`config.mk`:
```
export PLATFORM = sky130hd
export DESIGN_NAME = frc_capture
export DESIGN_NICKNAME = d
export VERILOG_FILES = /design/src/rtl/frc_pkg.sv /design/src/rtl/frc_prescaler.sv /design/src/rtl/frc_counter.sv /design/src/rtl/frc_edge_capture.sv /design/src/rtl/frc_capture.sv
export SDC_FILE = /design/constraint.sdc
export NUM_CORES = 1
export LEC_CHECK = 0
export ABC_AREA = 1
export BUFFER_PORTS_ARGS = -buffer_cell sky130_fd_sc_hd__buf_2
export CAP_MARGIN = 10
export CORE_ASPECT_RATIO = 0.75
export CORE_MARGIN = 10
export CORE_UTILIZATION = 35
export DETAILED_ROUTE_END_ITERATION = 7
export HOLD_SLACK_MARGIN = 0.02
export PLACE_DENSITY = 0.61
export SLEW_MARGIN = 30
export SYNTH_ARGS = -nofsm -noshare
export SYNTH_HDL_FRONTEND = slang
export SYNTH_SLANG_ARGS = --single-unit
```
`constraint.sdc`:
```
create_clock -name clk_i -period 1.3 [get_ports clk_i]
set_clock_uncertainty 0.05 [all_clocks]
set_input_delay 0.195 -clock clk_i [delete_from_list [all_inputs] [get_ports clk_i]]
set_output_delay 0.195 -clock clk_i [all_outputs]
set_load 0.05 [all_outputs]
```
`src/rtl/frc_pkg.sv`:
```
package frc_pkg;
  localparam logic [2:0] MODE_FALL = 3'd2;
  localparam logic [2:0] MODE_RISE = 3'd4;
  localparam logic [2:0] MODE_ANY  = 3'd6;

  localparam logic [2:0] SEL_SW_LO   = 3'd0;
  localparam logic [2:0] SEL_SW_HI   = 3'd1;
  localparam logic [2:0] SEL_EDGE_LO = 3'd2;
  localparam logic [2:0] SEL_EDGE_HI = 3'd3;
  localparam logic [2:0] SEL_STATUS  = 3'd4;

  localparam int unsigned HOST_W = 16;
endpackage

```
`src/rtl/frc_prescaler.sv`:
```
module frc_prescaler #(
  parameter int unsigned DIV = 6
) (
  input  logic clk_i,
  input  logic rst_ni,
  output logic tick_o
);
  localparam int unsigned PRE_W = (DIV > 1) ? $clog2(DIV) : 1;
  localparam logic [PRE_W-1:0] PRE_LAST = PRE_W'(DIV - 1);

  generate
    if (DIV > 1) begin : g_div
      logic [PRE_W-1:0] pre_q;
      always_ff @(posedge clk_i or negedge rst_ni) begin
        if (!rst_ni)            pre_q <= '0;
        else if (pre_q == PRE_LAST) pre_q <= '0;
        else                    pre_q <= pre_q + 1'b1;
      end
      assign tick_o = (pre_q == PRE_LAST);

      AST_TICK_GAP: assert property (@(posedge clk_i) disable iff (!rst_ni)
        tick_o |=> !tick_o);
    end else begin : g_pass
      assign tick_o = 1'b1;
    end
  endgenerate
endmodule

```
`src/rtl/frc_counter.sv`:
```
module frc_counter #(
  parameter int unsigned CNT_W = 16
) (
  input  logic             clk_i,
  input  logic             rst_ni,
  input  logic             tick_i,
  output logic [CNT_W-1:0] cnt_o,
  output logic             wrap_o
);
  logic [CNT_W-1:0] cnt_q;
  logic             wrap_q;

  always_ff @(posedge clk_i or negedge rst_ni) begin
    if (!rst_ni) begin
      cnt_q  <= '0;
      wrap_q <= 1'b0;
    end else begin
      if (tick_i) cnt_q <= cnt_q + 1'b1;
      wrap_q <= tick_i && (cnt_q == '1);
    end
  end

  assign cnt_o  = cnt_q;
  assign wrap_o = wrap_q;

  AST_CNT_HOLD: assert property (@(posedge clk_i) disable iff (!rst_ni)
    !tick_i |=> $stable(cnt_q));
  AST_CNT_STEP: assert property (@(posedge clk_i) disable iff (!rst_ni)
    tick_i |=> (cnt_q == CNT_W'($past(cnt_q) + 1'b1)));
  AST_WRAP_ZERO: assert property (@(posedge clk_i) disable iff (!rst_ni)
    wrap_o |-> (cnt_q == '0));
  AST_WRAP_SINGLE: assert property (@(posedge clk_i) disable iff (!rst_ni)
    wrap_o |=> !wrap_o);
endmodule

```
`src/rtl/frc_edge_capture.sv`:
```
module frc_edge_capture
  import frc_pkg::*;
#(
  parameter int unsigned CNT_W = 16
) (
  input  logic             clk_i,
  input  logic             rst_ni,
  input  logic             tape_i,
  input  logic [2:0]       mode_i,
  input  logic [CNT_W-1:0] cnt_i,
  output logic             level_o,
  output logic [CNT_W-1:0] cap_o,
  output logic             evt_o
);
  logic [1:0]       sync_q;
  logic             prev_q;
  logic             rise, fall, hit;
  logic [CNT_W-1:0] cap_q;
  logic             evt_q;

  always_ff @(posedge clk_i or negedge rst_ni) begin
    if (!rst_ni) begin
      sync_q <= '0;
      prev_q <= 1'b0;
    end else begin
      sync_q <= {sync_q[0], tape_i};
      prev_q <= sync_q[1];
    end
  end

  assign rise = sync_q[1] & ~prev_q;
  assign fall = ~sync_q[1] & prev_q;

  always_comb begin
    case (mode_i)
      MODE_FALL: hit = fall;
      MODE_RISE: hit = rise;
      MODE_ANY:  hit = rise | fall;
      default:   hit = 1'b0;
    endcase
  end

  always_ff @(posedge clk_i or negedge rst_ni) begin
    if (!rst_ni) begin
      cap_q <= '0;
      evt_q <= 1'b0;
    end else begin
      evt_q <= hit;
      if (hit) cap_q <= cnt_i;
    end
  end

  assign level_o = sync_q[1];
  assign cap_o   = cap_q;
  assign evt_o   = evt_q;

  AST_EVT_MODE: assert property (@(posedge clk_i) disable iff (!rst_ni)
    evt_o |-> ($past(mode_i) == MODE_FALL || $past(mode_i) == MODE_RISE ||
               $past(mode_i) == MODE_ANY));
  AST_FALL_LEVEL: assert property (@(posedge clk_i) disable iff (!rst_ni)
    (evt_o && $past(mode_i) == MODE_FALL) |-> !prev_q);
  AST_RISE_LEVEL: assert property (@(posedge clk_i) disable iff (!rst_ni)
    (evt_o && $past(mode_i) == MODE_RISE) |-> prev_q);
  AST_CAP_HOLD: assert property (@(posedge clk_i) disable iff (!rst_ni)
    !evt_o |-> $stable(cap_q));
  AST_EVT_PULSE: assert property (@(posedge clk_i) disable iff (!rst_ni)
    evt_o |=> !evt_o);
endmodule

```
`src/rtl/frc_capture.sv`:
```
module frc_capture
  import frc_pkg::*;
#(
  parameter int unsigned CNT_W = 16,
  parameter int unsigned DIV   = 6
) (
  input  logic       clk_i,
  input  logic       rst_ni,
  input  logic       tape_i,
  input  logic [2:0] edge_mode_i,
  input  logic       rd_en_i,
  input  logic [2:0] rd_sel_i,
  output logic [7:0] rd_data_o,
  output logic       ovf_o,
  output logic       cap_evt_o
);
  logic             tick;
  logic [CNT_W-1:0] cnt;
  logic [CNT_W-1:0] edge_cap;
  logic             level;
  logic [CNT_W-1:0] sw_cap_q;
  logic             sw_latch;
  logic [HOST_W-1:0] cnt_w, sw_w, edge_w;

  frc_prescaler #(.DIV(DIV)) u_pre (
    .clk_i (clk_i),
    .rst_ni(rst_ni),
    .tick_o(tick)
  );

  frc_counter #(.CNT_W(CNT_W)) u_cnt (
    .clk_i (clk_i),
    .rst_ni(rst_ni),
    .tick_i(tick),
    .cnt_o (cnt),
    .wrap_o(ovf_o)
  );

  frc_edge_capture #(.CNT_W(CNT_W)) u_edge (
    .clk_i  (clk_i),
    .rst_ni (rst_ni),
    .tape_i (tape_i),
    .mode_i (edge_mode_i),
    .cnt_i  (cnt),
    .level_o(level),
    .cap_o  (edge_cap),
    .evt_o  (cap_evt_o)
  );

  assign sw_latch = rd_en_i && (rd_sel_i == SEL_SW_LO);

  always_ff @(posedge clk_i or negedge rst_ni) begin
    if (!rst_ni)       sw_cap_q <= '0;
    else if (sw_latch) sw_cap_q <= cnt;
  end

  assign cnt_w  = HOST_W'(cnt);
  assign sw_w   = HOST_W'(sw_cap_q);
  assign edge_w = HOST_W'(edge_cap);

  always_comb begin
    case (rd_sel_i)
      SEL_SW_LO:   rd_data_o = cnt_w[7:0];
      SEL_SW_HI:   rd_data_o = sw_w[15:8];
      SEL_EDGE_LO: rd_data_o = edge_w[7:0];
      SEL_EDGE_HI: rd_data_o = edge_w[15:8];
      SEL_STATUS:  rd_data_o = {7'b0, level};
      default:     rd_data_o = 8'h00;
    endcase
  end

  AST_SW_LATCH: assert property (@(posedge clk_i) disable iff (!rst_ni)
    sw_latch |=> (sw_cap_q == $past(cnt)));
  AST_SW_HOLD: assert property (@(posedge clk_i) disable iff (!rst_ni)
    !sw_latch |=> $stable(sw_cap_q));
endmodule

```
# Word level (Yosys, flattened, before mapping)
# Index checks and enable logic that the tools add are counted.
dict set report op_classes {
  addsub 2
  eq_ne 9
  muxes 3
  n_reduce_logical 3
  n_bitwise 5
}
# op n
set op_table {}
lappend op_table {{8-bit one-hot mux with 5 select lines} 1}
lappend op_table {{16-bit by 1-bit adder with 16-bit output, second input constant} 1}
lappend op_table {{16-bit == test, second input constant} 1}
lappend op_table {{3-bit == test, second input constant} 4}
lappend op_table {{3-bit by 2-bit == test with 1-bit output, second input constant} 3}
lappend op_table {{3-bit by 1-bit adder with 3-bit output, second input constant} 1}
lappend op_table {{3-bit by 1-bit == test with 1-bit output, second input constant} 1}
lappend op_table {{3-bit zero test} 1}
lappend op_table {{3-bit 2-to-1 mux} 1}
lappend op_table {{1-bit one-hot mux with 3 select lines} 1}
lappend op_table {{1-bit bitwise AND} 2}
lappend op_table {{1-bit logical AND} 2}
lappend op_table {{1-bit NOT} 2}
lappend op_table {{1-bit OR} 1}
dict set report word_totals {
  reg_bits 56
  output_inout_bits 10
  wordCells 30
  in_bits 10
}

# Logic depth before layout (Yosys ltp)
# Gate-level depths: netlist of the first run.
dict set report depth {
  depth_word 4
  depth_mapped 9
  ltp_nobuf 8
}

# Hierarchy
# A second synthesis of the first run with hierarchy kept.
dict set report unflattened {
  hier_cells 329
  hier_area_um2 2615.0
}
# mod seq_area_each_um2 area_per_inst_um2 cells_per_inst instances
set by_module_without_submodules {}
lappend by_module_without_submodules {frc_counter 425.4 907.1 115 1}
lappend by_module_without_submodules {frc_edge_capture 500.5 860.8 84 1}
lappend by_module_without_submodules {frc_capture 200.2 726.9 116 1}
lappend by_module_without_submodules {frc_prescaler 75.1 120.1 14 1}

# Worst setup path after synthesis of the first run
# Ideal clock, no wire load.
dict set report synth_timing {
  kind {input port to output port}
  startpoint {input rd_sel_i[1]}
  endpoint {output rd_data_o[1]}
  t_required_ps 1055
  path_slack_ps -253
  t_arrival_ps 1308
  cell_stages 4
  cell_sequence {inv_1 > nor2_1 > nand2_1 > o2111ai_1}
}
dict set report synth_via {
  elab_chain_cells 2
}
# element line_no
set synth_lines {}
lappend synth_lines {{from (decl)} frc_capture.sv:12} ;# input logic [2:0] rd_sel_i,
lappend synth_lines {{3-bit == test (tied with other cells)} frc_capture.sv:62} ;# case (rd_sel_i)
lappend synth_lines {{8-bit one-hot mux with 5 select lines (*)} frc_capture.sv:62}
lappend synth_lines {{to (decl)} frc_capture.sv:13} ;# output logic [7:0] rd_data_o,
# Mark *: on every way between the ends. The rest lies on a longest branch, timed or not.

# Final worst setup path of the first run
dict set report layout_timing {
  startpoint {register u_cnt.cnt_q[1], in the netlist u_cnt.cnt_o[1]}
  endpoint {output rd_data_o[1]}
}
dict set report layout_via {
  elab_chain_cells 1
}
# element line_no
set layout_lines {}
lappend layout_lines {{from (decl)} frc_counter.sv:10} ;# logic [CNT_W-1:0] cnt_q;
lappend layout_lines {{from (signal assigned)} frc_counter.sv:18} ;# if (tick_i) cnt_q <= cnt_q + 1'b1;
lappend layout_lines {{8-bit one-hot mux with 5 select lines} frc_capture.sv:62}
# Every way passes these cells.

==> results of run 1 <==
[per-layer routing]
metal	GRT usage	vias to the layer above
li1	-	1027
met1	0.167	1005
met2	0.176	37
met3	0.0292	9
met4	0.0333	0
met5	0	-
[what timing repair did]
action,in CTS,in global routing
resized for setup,39,34
endpoints found under the hold margin,49,0
buffers inserted,10,9
endpoints found under the setup margin,35,40
pin swaps,9,19
hold buffers,2,0
[flip-flops by register name (all words and copies together) (netlist names)]
name	count
u_edge.sync_q	2
u_cnt.wrap_o	1
u_edge.prev_q	1
sw_cap_q	8
u_pre.g_div.pre_q	3
u_edge.evt_o	1
u_cnt.cnt_o	16
u_edge.cap_o	16
[stage by stage]
step	hold slack, ps	cell area (um^2)
6_report	117	3330
2_1_floorplan	-151	2360
3_5_place_dp	151	2820
5_1_grt	142	3330
4_1_cts	118	3130
3_3_place_gp	153	2820
[power breakdown]
part,leakage [nW],internal [mW],switching [mW]
clock,0.0541,0.570,0.509
combinational,0.902,0.107,0.172
sequential,0.641,1.52,0.0199
[worst register-to-register path: stages (launching register included)]
cell and delay, ps:
dfrtp_1 400, buf_4 150, inv_2 60, ha_4 200, nand3_4 60, o21ai_4 80
nor2_4 100, buf_12 170, nand2_1 90, o21ai_1 80
[worst paths after layout]
check	from	to	slack [ps]	cells after the start
max	u_cnt.cnt_o[1]$_DFFE_PN0N_	rd_data_o[1]	-210	4
min	rd_en_i	sw_cap_q[10]$_DFFE_PN0P_	120	3
max reg2reg	u_edge.sync_q[1]$_DFF_PN0_	u_edge.cap_o[8]$_DFFE_PN0P_	-190	9
min reg2reg	u_edge.sync_q[0]$_DFF_PN0_	u_edge.sync_q[1]$_DFF_PN0_	300	0
max in group asynchronous	rst_ni	u_cnt.cnt_o[7]$_DFFE_PN0N_	600	3
min in group asynchronous	rst_ni	u_edge.sync_q[1]$_DFF_PN0_	360	3
[Yosys cell counts, drive strengths merged, types with 2 or more instances]
cell / number
xnor2: 2
nor3: 4
ha: 3
nor2: 21
xor2: 7
dfrtp: 48
inv: 37
nand4: 7
o21ai: 27
buf: 3
o2111ai: 7
nand2: 97
nand3: 9
[placed cells by master (no fill, tap or decap), drive strengths merged]
cell type    count
buf             70
nand3            9
o2111ai          7
bufinv           1
clkbuf           6
o21ai           27
inv             37
clkinvlp         1
xor2             7
nand4            7
nor2            21
dlygate4sd3      2
clkinv           1
a21oi            1
xnor2            2
ha               3
nand2           97
dfrtp           48
nor3             4
o21bai           1
[area by class of cell]
type | instances | area [um^2]
Sequential cell | 48 | 1200
Multi-Input combinational cell | 186 | 1150
Clock buffer | 5 | 68.8
Inverter | 37 | 139
Timing Repair Buffer | 73 | 616
Clock inverter | 3 | 42.5
Fill cell | 602 | 3060
Tap cell | 81 | 101
[kinds of logic (layout without fill, tap and decap cells)]
group,after synthesis,in the layout,share of synthesized area
flops,48,48,0.516
simple gates,138,138,0.258
fa+ha+maj,3,3,0.0161
compound gates,36,36,0.104
buf+inv,40,118,0.0725
xor+xnor,9,9,0.0338
==> key figures, run 1 <==
Die
  • Boundary pin count: 20
  • Die Width: 114 um
  • Std cell rows: 25
  • Die ar.: 0.0104 mm^2
  • Vertical die dimension: 90.7 um
  • Effective utilization at floorplan: 0.365
  • Core Region: 0.00638 mm^2

Timing
  • Final worst-path cycle share: 1.16
  • Worst-case setup margin in the final layout: -208 ps
  • Tightest Pin Transition: 261 ps
  • Setup TNS after final layout: -4380 ps
  • # setup viols final: 32
  • Final hold violations: 0
  • Final Max Slew Viols: 0
  • Final critical path time including I/O delays and setup: 1510 ps
  • Worst slew margin relative to its limit: 0.826
  • Maximum clock rate: 0.663 GHz
  • Setup repair after global routing missed its margin: true

Routing
  • Topmost layer with routed signal wires: met4
  • Detailed-route DRC error count: 0
  • WL per Instance: 14.5 um
  • Overall via count from detail_route: 2078
  • Post-Route WL: 6300 um
  • Met3 Routed Length: 315 um
  • Pre-antenna DRT Iters: 4
  • M1 WL: 2980 um
  • Routed Antenna Nets: 0
  • Via density: 4.80
  • Violation count after the first detailed-routing iteration: 156
  • Met2 wire length: 2900 um

Clocking
  • H-Tree Level Count: 2
  • Buffer cell driving the clock tree root: clkbuf_8
  • Clock latency at the later pin of the worst-skew pair: 300 ps
  • Total clock sinks: 48
  • Clock tree from TritonCTS: built
  • Longest Clk Path Bufs: 2
  • Clock buffer count from CTS: 5
  • Clock transition at the registers of the reported paths: 100 ps

Setup path
  • Worst-path maximum fanout: 5
  • CP startpoint kind: register
  • Kind of end point of the critical path: output pin
  • WP data required: 1050 ps
  • Category of the critical setup timing path: register to output pin
  • Category of cells accounting for the largest share of critical-path delay: flip-flops
  • Slowest Stage Delay on Critical Path: 410 ps
  • Slowest-stage cell, CP: dfrtp_1
  • Combined buffer and inverter count along the critical path: 2
  • CP Cell Sequence: buf_6 -> nand2_1 -> o2111ai_1 -> buf_4
  • Data arrival time of the critical path: 1260 ps

Final layout
  • End-of-flow core utilization: 0.521
  • Share of layout cells above drive strength 1: 0.378
  • Number of antenna diodes: 0
  • Syn-to-layout area delta: 42.7%
  • Non-Filler Instances: 433
  • Layout Nets: 364

Power and ir drop
  • Max VDD drop: 0.398 mV
  • Leakage power: 1.60 nW
  • Pwr Total: 2.90 mW
  • Power Dens Cells: 872 mW/mm^2

Outcome
  • Violated checks: negative setup slack
  • Outcome: finished, violations left

Yosys
  • Primary flip-flop cell chosen by synthesis mapping: dfrtp_1
  • Biggest area consumer among synthesized cells: dfrtp_1
  • Warnings, synthesis: 0
  • Share of synthesized flip-flops with an asynchronous set or reset: 1.00
  • Post-synthesis instance total: 274
  • Number of library cell types mapped by synthesis: 24
  • Share of synthesized area occupied by flip-flops and latches: 0.516
  • Mean instance size in the synthesized netlist: 8.50 um^2
  • Post-synthesis instance area: 0.00233 mm^2
  • Proportion of netlist area held by the largest area contributor: 0.516
  • Number of synthesized flops with an enable pin: 0
  • Synthesized net count: 287
  • Dominant cells by area after synthesis: dfrtp_1, nand2_1, inv_1
  • Synthesis-stage register bit count: 48

Placement
  • Dpl hpwl: 4280 um
  • Dpl ws: -181 ps
  • Input/output buffers: 19
  • Number of placed cells counting well taps: 404
  • Routability congestion estimate: 0.835

Global route
  • Antenna violations before repair: 0
  • Overflow after GRT: 0
  • Global-route wire length before repair: 10100 um
  • Overall routing resource usage: 0.119
  • Pin count of the biggest net entering global routing: 49
  • Number of global-route vias before repair: 2024

Worst hold path
  • Worst Hold Class: input port to register

Flow run
  • Max-cap violation count: 0
No activity file was read; power rests on OpenSTA's default activity.
==> inputs of run 2 (changes only) <==
--- a/config.mk
+++ b/config.mk
@@ -11,9 +11,11 @@
 export CORE_ASPECT_RATIO = 0.75
 export CORE_MARGIN = 10
 export CORE_UTILIZATION = 35
+export CTS_CLUSTER_DIAMETER = 150
 export DETAILED_ROUTE_END_ITERATION = 7
 export HOLD_SLACK_MARGIN = 0.02
-export PLACE_DENSITY = 0.61
+export PLACE_DENSITY_LB_ADDON = 0.08
+export SETUP_SLACK_MARGIN = 0.05
 export SLEW_MARGIN = 30
 export SYNTH_ARGS = -nofsm -noshare
 export SYNTH_HDL_FRONTEND = slang
==> run 2 against run 1 <==
Effect of this change: the flow still finishes with violations (negative setup slack); total power rose by 3.1%; register-to-register slack got worse by 97 ps; setup slack got worse by 79 ps; hold slack got worse by 13 ps.
==> key figures, run 2 (synthesized netlist as in run 1, its figures left out) <==
Outcome
  • Outcome: finished, violations left (unchanged)
  • Violated checks: negative setup slack (unchanged)

Placement
  • Dpl hpwl: 4260 um (was 4280 um)
  • Routability congestion estimate: 0.790 (was 0.835)
  • Dpl ws: -227 ps (was -181 ps)
  • Number of placed cells counting well taps: 410 (was 404)
  • Input/output buffers: 19 (unchanged)
  • Area after DPL: 0.00286 mm^2 (was 0.00282 mm^2)

Die
  • Std cell rows: 25 (unchanged)
  • Die Width: 114 um (unchanged)
  • Die ar.: 0.0104 mm^2 (unchanged)
  • Effective utilization at floorplan: 0.365 (unchanged)
  • Vertical die dimension: 90.7 um (unchanged)
  • Core Region: 0.00638 mm^2 (unchanged)
  • Boundary pin count: 20 (unchanged)

Global route
  • Number of global-route vias before repair: 2075 (was 2024)
  • Antenna violations before repair: 0 (unchanged)
  • Global-route wire length before repair: 10600 um (was 10100 um)
  • Overall routing resource usage: 0.126 (was 0.119)
  • Pin count of the biggest net entering global routing: 49 (unchanged)
  • Overflow after GRT: 0 (unchanged)

Clocking
  • Clock transition at the registers of the reported paths: 100 ps (about the same)
  • Clock latency at the later pin of the worst-skew pair: 300 ps (about the same)
  • Total clock sinks: 48 (unchanged)
  • Clock tree from TritonCTS: built (unchanged)
  • Buffer cell driving the clock tree root: clkbuf_8 (unchanged)
  • H-Tree Level Count: 2 (unchanged)
  • Clock buffer count from CTS: 5 (unchanged)
  • Longest Clk Path Bufs: 2 (unchanged)

Setup path
  • Depth of the most critical reg-to-reg path: 9 (unchanged)
  • CP dominant cell by count: nand2_2
  • Flop-to-flop setup slack: -290 ps (was -190 ps)
  • Slowest Stage Delay on Critical Path: 410 ps (about the same)
  • Launch instance of the worst register-to-register path: u_edge.sync_q[1]$_DFF_PN0_ (unchanged)
  • Kind of end point of the critical path: register (was output pin)
  • Worst-path maximum fanout: 6 (was 5)
  • Combined buffer and inverter count along the critical path: 4 (was 2)
  • CP startpoint kind: register (unchanged)
  • Data arrival time of the critical path: 1730 ps (was 1260 ps)
  • Category of cells accounting for the largest share of critical-path delay: buffers and inverters (was flip-flops)
  • CP Cell Sequence: buf_6 -> buf_4 -> ha_4 -> o21ai_4 -> nor2_4 -> buf_12 -> clkbuf_16 -> nand2_2 -> nand2_2 (was buf_6 -> nand2_1 -> o2111ai_1 -> buf_4)
  • Category of the critical setup timing path: register to register (was register to output pin)
  • WP data required: 1440 ps (was 1050 ps)
  • Slowest-stage cell, CP: dfrtp_1 (unchanged)
  • End of the worst register-to-register path: u_edge.cap_o[0]$_DFFE_PN0P_ (was u_edge.cap_o[8]$_DFFE_PN0P_)

Routing
  • Pre-antenna DRT Iters: 4 (unchanged)
  • Overall via count from detail_route: 2103 (was 2078)
  • Post-Route WL: 6600 um (was 6300 um)
  • Detailed-route DRC error count: 0 (unchanged)
  • WL per Instance: 14.7 um (was 14.5 um)
  • Via density: 4.68 (was 4.80)
  • Routed Antenna Nets: 0 (unchanged)
  • Violation count after the first detailed-routing iteration: 129 (was 156)

Final layout
  • Share of layout cells above drive strength 1: 0.467 (was 0.378)
  • Non-Filler Instances: 449 (was 433)
  • Commonest cells after routing, fill and taps aside: nand2_1, dfrtp_1, buf_4 (was nand2_1, buf_4, dfrtp_1)
  • End-of-flow core utilization: 0.575 (was 0.521)
  • Final standard cell area without fillers: 0.00367 mm^2 (was 0.00333 mm^2)
  • Leading cell type in the layout, fill and taps excluded: nand2_1 (unchanged)
  • Layout Nets: 380 (was 364)
  • Syn-to-layout area delta: 57.6% (was 42.7%)
  • Number of antenna diodes: 0 (unchanged)

Worst hold path
  • Origin of the worst min-delay path: rd_en_i (unchanged)
  • WHS Endpoint: sw_cap_q[10]$_DFFE_PN0P_ (unchanged)
  • Number of cells on the worst hold path: 3 (unchanged)
  • Worst Hold Class: input port to register (unchanged)

Timing
  • Final worst-path cycle share: 1.22 (was 1.16)
  • Worst hold slack: 104 ps (was 117 ps)
  • Worst slew margin relative to its limit: 0.816 (was 0.826)
  • # setup viols final: 31 (was 32)
  • Setup repair after global routing missed its margin: true (unchanged)
  • Final critical path time including I/O delays and setup: 1590 ps (was 1510 ps)
  • Tightest Pin Transition: 276 ps (was 261 ps)
  • Worst-case setup margin in the final layout: -287 ps (was -208 ps)
  • Final hold violations: 0 (unchanged)
  • Final Max Slew Viols: 0 (unchanged)
  • Setup TNS after final layout: -5690 ps (was -4380 ps)
  • Maximum clock rate: 0.630 GHz (was 0.663 GHz)

Power and ir drop
  • Pwr Total: 2.99 mW (was 2.90 mW)
  • Share of power burned in combinational logic: 0.118 (was 0.096)
  • Max VDD drop: 0.499 mV (was 0.398 mV)
  • Power Dens Cells: 814 mW/mm^2 (was 872 mW/mm^2)
  • Switching fraction of total power: 0.247 (was 0.241)
  • Leakage power: 1.79 nW (was 1.60 nW)
  • Switching power summed over all nets: 0.740 mW (was 0.701 mW)
  • Cell-internal power: 2.25 mW (was 2.20 mW)
  • Part of the power in registers: 0.515 (was 0.532)
  • Share of total power in the clock network: 0.367 (was 0.372)

Flow run
  • Max-cap violation count: 0 (unchanged)
run 2: power groups by stage:
stage	clock (mW)	combinational [mW]	sequential, mW
floorplan	0	0.122	1.57
global placement	0	0.260	1.57
detailed placement	0	0.261	1.57
CTS	1.13	0.281	1.54
global route	1.21	0.382	1.55
finish	1.10	0.352	1.54
run 2: worst register-to-register path, stage by stage (launching register included):
cell and delay [ps]:
dfrtp_1 410, buf_6 130, buf_4 130, ha_4 150, o21ai_4 160, nor2_4 60, buf_12 140, clkbuf_16 150
nand2_2 50, nand2_2 50
run 2: worst max-delay path by stage:
| stage | start | end | slack, ps | cells after the start |
|---|---|---|---|---|
| 5_1_grt | u_edge.sync_q[1]$_DFF_PN0_ | u_edge.cap_o[0]$_DFFE_PN0P_ | -350 | 9 |
| 3_5_place_dp | rd_sel_i[1] | rd_data_o[0] | -230 | 8 |
| 3_3_place_gp | rd_sel_i[1] | rd_data_o[0] | -160 | 8 |
| 4_1_cts | u_edge.sync_q[1]$_DFF_PN0_ | rd_data_o[0] | -240 | 6 |
| 6_report | u_edge.sync_q[1]$_DFF_PN0_ | u_edge.cap_o[0]$_DFFE_PN0P_ | -290 | 9 |
| 2_1_floorplan | rd_sel_i[1] | rd_data_o[1] | -230 | 4 |
run 2: cell type report:
cell class              instances  area [um^2]
inverters                      37          141
flip-flops and latches         48         1200
repair buffers                 89          836
multi-input cells             186         1280
fillers                       565         2710
clock buffers                   6         72.6
well taps                      81          101
clock inverters                 2         35.0
run 2: layer usage:
| layer | track usage | vias to the layer above | part of all wire |
|---|---|---|---|
| li1 | - | 1055 | - |
| met5 | 0 | - | 0 |
| met3 | 0.0339 | 4 | 0.046 |
| met2 | 0.178 | 33 | 0.44 |
| met1 | 0.185 | 1011 | 0.51 |
| met4 | 0.0250 | 0 | 0.0047 |
run 2: repair_timing:
action                                  CTS  global route
gates cloned                              0             3
gates resized for setup                  44            74
hold buffers                              2             0
endpoints found under the setup margin   38            39
pin swaps                                14            29
setup buffers                            15            13
endpoints found under the hold margin    49             0
==> inputs of run 3 (changes only) <==
--- a/config.mk
+++ b/config.mk
@@ -20,3 +20,4 @@
 export SYNTH_ARGS = -nofsm -noshare
 export SYNTH_HDL_FRONTEND = slang
 export SYNTH_SLANG_ARGS = --single-unit
+export TNS_END_PERCENT = 50
==> constraint.sdc (replaced) <==
create_clock -name clk_i -period 1.8 [get_ports clk_i]
set_clock_uncertainty 0.05 [all_clocks]
set_input_delay 0.27 -clock clk_i [delete_from_list [all_inputs] [get_ports clk_i]]
set_output_delay 0.27 -clock clk_i [all_outputs]
set_load 0.05 [all_outputs]
==> run 3 against run 2 <==
Effect of this change: the flow now finishes without violations; cell area fell by 26%; combinational power down 55%; global-route usage down 1.5 points; via count decreased by 14%; first-iteration DRC count is 22% lower; total power shrank 32%; register-to-register slack better by 500 ps; cell count shrank 14%; critical path type is now input port to output pin.
==> key figures, run 3 (synthesized netlist as in run 1, its figures left out) <==
Outcome
  • Outcome: complete, no violations (was finished, violations left)

Flow run
  • Max-cap violation count: 0 (unchanged)

Setup path
  • CP startpoint kind: input port (was register)
  • Flop-to-flop setup slack: 210 ps (was -290 ps)
  • Kind of end point of the critical path: output pin (was register)
  • Data arrival time of the critical path: 1330 ps (was 1730 ps)
  • Category of the critical setup timing path: input port to output pin (was register to register)
  • WP data required: 1480 ps (was 1440 ps)
  • Worst-path maximum fanout: 9 (was 6)

Routing
  • Violation count after the first detailed-routing iteration: 100 (was 129)
  • Pre-antenna DRT Iters: 4 (unchanged)
  • WL per Instance: 14.2 um (was 14.7 um)
  • Post-Route WL: 5500 um (was 6600 um)
  • Detailed-route DRC error count: 0 (unchanged)
  • Routed Antenna Nets: 0 (unchanged)
  • Overall via count from detail_route: 1811 (was 2103)
  • Via density: 4.67 (was 4.68)

Timing
  • Worst slew margin relative to its limit: 0.709 (was 0.816)
  • Worst hold slack: 27.5 ps (was 104 ps)
  • Final critical path time including I/O delays and setup: 1650 ps
  • Final hold violations: 0 (unchanged)
  • Final worst-path cycle share: 0.915
  • # setup viols final: 0 (was 31)
  • Setup repair after global routing missed its margin: false (was true)
  • Worst-case setup margin in the final layout: 153 ps (was -287 ps)
  • Maximum clock rate: 0.607 GHz
  • Tightest Pin Transition: 436 ps (was 276 ps)
  • Final Max Slew Viols: 0 (unchanged)
  • Setup TNS after final layout: 0 ps (was -5690 ps)

Placement
  • Dpl ws: 129 ps (was -227 ps)
  • Input/output buffers: 19 (unchanged)
  • Routability congestion estimate: 0.818 (was 0.790)
  • Area after DPL: 0.00258 mm^2 (was 0.00286 mm^2)
  • Number of placed cells counting well taps: 379 (was 410)
  • Dpl hpwl: 4130 um (was 4260 um)

Die
  • Core Region: 0.00638 mm^2 (unchanged)
  • Die Width: 114 um (unchanged)
  • Vertical die dimension: 90.7 um (unchanged)
  • Std cell rows: 25 (unchanged)
  • Die ar.: 0.0104 mm^2 (unchanged)
  • Effective utilization at floorplan: 0.365 (unchanged)
  • Boundary pin count: 20 (unchanged)

Power and ir drop
  • Share of power burned in combinational logic: 0.078 (was 0.118)
  • Part of the power in registers: 0.543 (was 0.515)
  • Leakage power: 1.32 nW (was 1.79 nW)
  • Switching fraction of total power: 0.236 (was 0.247)
  • Pwr Total: 2.05 mW (was 2.99 mW)
  • Power Dens Cells: 757 mW/mm^2 (was 814 mW/mm^2)
  • Share of total power in the clock network: 0.378 (was 0.367)
  • Cell-internal power: 1.56 mW (was 2.25 mW)
  • Max VDD drop: 0.289 mV (was 0.499 mV)
  • Switching power summed over all nets: 0.483 mW (was 0.740 mW)

Clocking
  • Clock tree from TritonCTS: built (unchanged)
  • Buffer cell driving the clock tree root: clkbuf_8 (unchanged)
  • Number of setup buffers added after CTS: 0 (was 15)
  • Longest Clk Path Bufs: 2 (unchanged)
  • Clock latency at the later pin of the worst-skew pair: 300 ps (about the same)
  • Clock buffer count from CTS: 5 (unchanged)
  • H-Tree Level Count: 2 (unchanged)
  • Total clock sinks: 48 (unchanged)
  • Clock transition at the registers of the reported paths: 80 ps (was 100 ps)

Global route
  • Overall routing resource usage: 0.111 (was 0.126)
  • Pin count of the biggest net entering global routing: 49 (unchanged)
  • Antenna violations before repair: 0 (unchanged)
  • Number of global-route vias before repair: 1778 (was 2075)
  • Overflow after GRT: 0 (unchanged)
  • Global-route wire length before repair: 9250 um (was 10600 um)

Final layout
  • Syn-to-layout area delta: 16.1% (was 57.6%)
  • Final standard cell area without fillers: 0.00270 mm^2 (was 0.00367 mm^2)
  • Leading cell type in the layout, fill and taps excluded: nand2_1 (unchanged)
  • Share of layout cells above drive strength 1: 0.176 (was 0.467)
  • Number of antenna diodes: 0 (unchanged)
  • End-of-flow core utilization: 0.424 (was 0.575)
  • Non-Filler Instances: 388 (was 449)
  • Commonest cells after routing, fill and taps aside: nand2_1, dfrtp_1, inv_1 (was nand2_1, dfrtp_1, buf_4)
  • Final-layout fill cell count: 669 (was 565)
  • Layout Nets: 319 (was 380)

Worst hold path
  • Worst Hold Class: input port to register (unchanged)
## run 3: cell count changes in the layout (fill, tap and decap cells not counted), moves of 8 or more
| cell | delta |
|---|---|
| nand2_1 | +22 |
| nand2_2 | -17 |
| o21ai_0 | +16 |
| nor2_1 | +11 |
| o21ai_1 | -15 |
| buf_6 | -28 |
| buf_4 | -36 |
| nor2_4 | -8 |
## run 3: worst paths after layout
kind	start	to	depth (start not counted)
min reg2reg	u_edge.sync_q[0]$_DFF_PN0_	u_edge.sync_q[1]$_DFF_PN0_	0
min in group asynchronous	rst_ni	u_edge.prev_q$_DFF_PN0_	3
max in group asynchronous	rst_ni	u_edge.cap_o[6]$_DFFE_PN0P_	3
max reg2reg	u_edge.sync_q[1]$_DFF_PN0_	u_edge.cap_o[13]$_DFFE_PN0P_	8
min	tape_i	u_edge.sync_q[0]$_DFF_PN0_	1
max	rd_sel_i[1]	rd_data_o[6]	5
## run 3: routing by layer
metal / wire (um) / global-route usage / vias up
li1: - / - / 937
met1: 3000 / 0.169 / 848
met2: 2200 / 0.146 / 21
met3: 246 / 0.0299 / 5
met4: 45 / 0.0281 / 0
met5: 0 / 0 / -
## run 3: power by group through the flow
stage | registers [mW] | logic (mW) | clock network [mW]
after floorplan | 1.14 | 0.0812 | 0
after global placement | 1.13 | 0.159 | 0
after detailed placement | 1.13 | 0.161 | 0
after CTS | 1.11 | 0.163 | 0.793
after global routing | 1.11 | 0.181 | 0.828
final | 1.11 | 0.160 | 0.774
## run 3: repair_timing
| item | in CTS | in global routing |
|---|---|---|
| hold endpoints to repair | 48 | 0 |
| endpoints found under the setup margin | 0 | 4 |
| hold buffers | 1 | 0 |
| resized for setup | 0 | 2 |
## run 3: critical path: stages
cell and delay (ps):
buf_2 130, nor3_4 390, nand2_1 100, o2111ai_1 130, buf_2 300
## run 3: layout make-up
cell class                      count  area, um^2  share of cell area
Clock buffer                        6        72.6              0.0268
Clock inverter                      2        35.0              0.0130
Inverter                           37         139              0.0514
Multi-Input combinational cell    186         962               0.356
Sequential cell                    48        1200               0.444
Tap cell                           81         101              0.0375
Timing Repair Buffer               28         193              0.0713
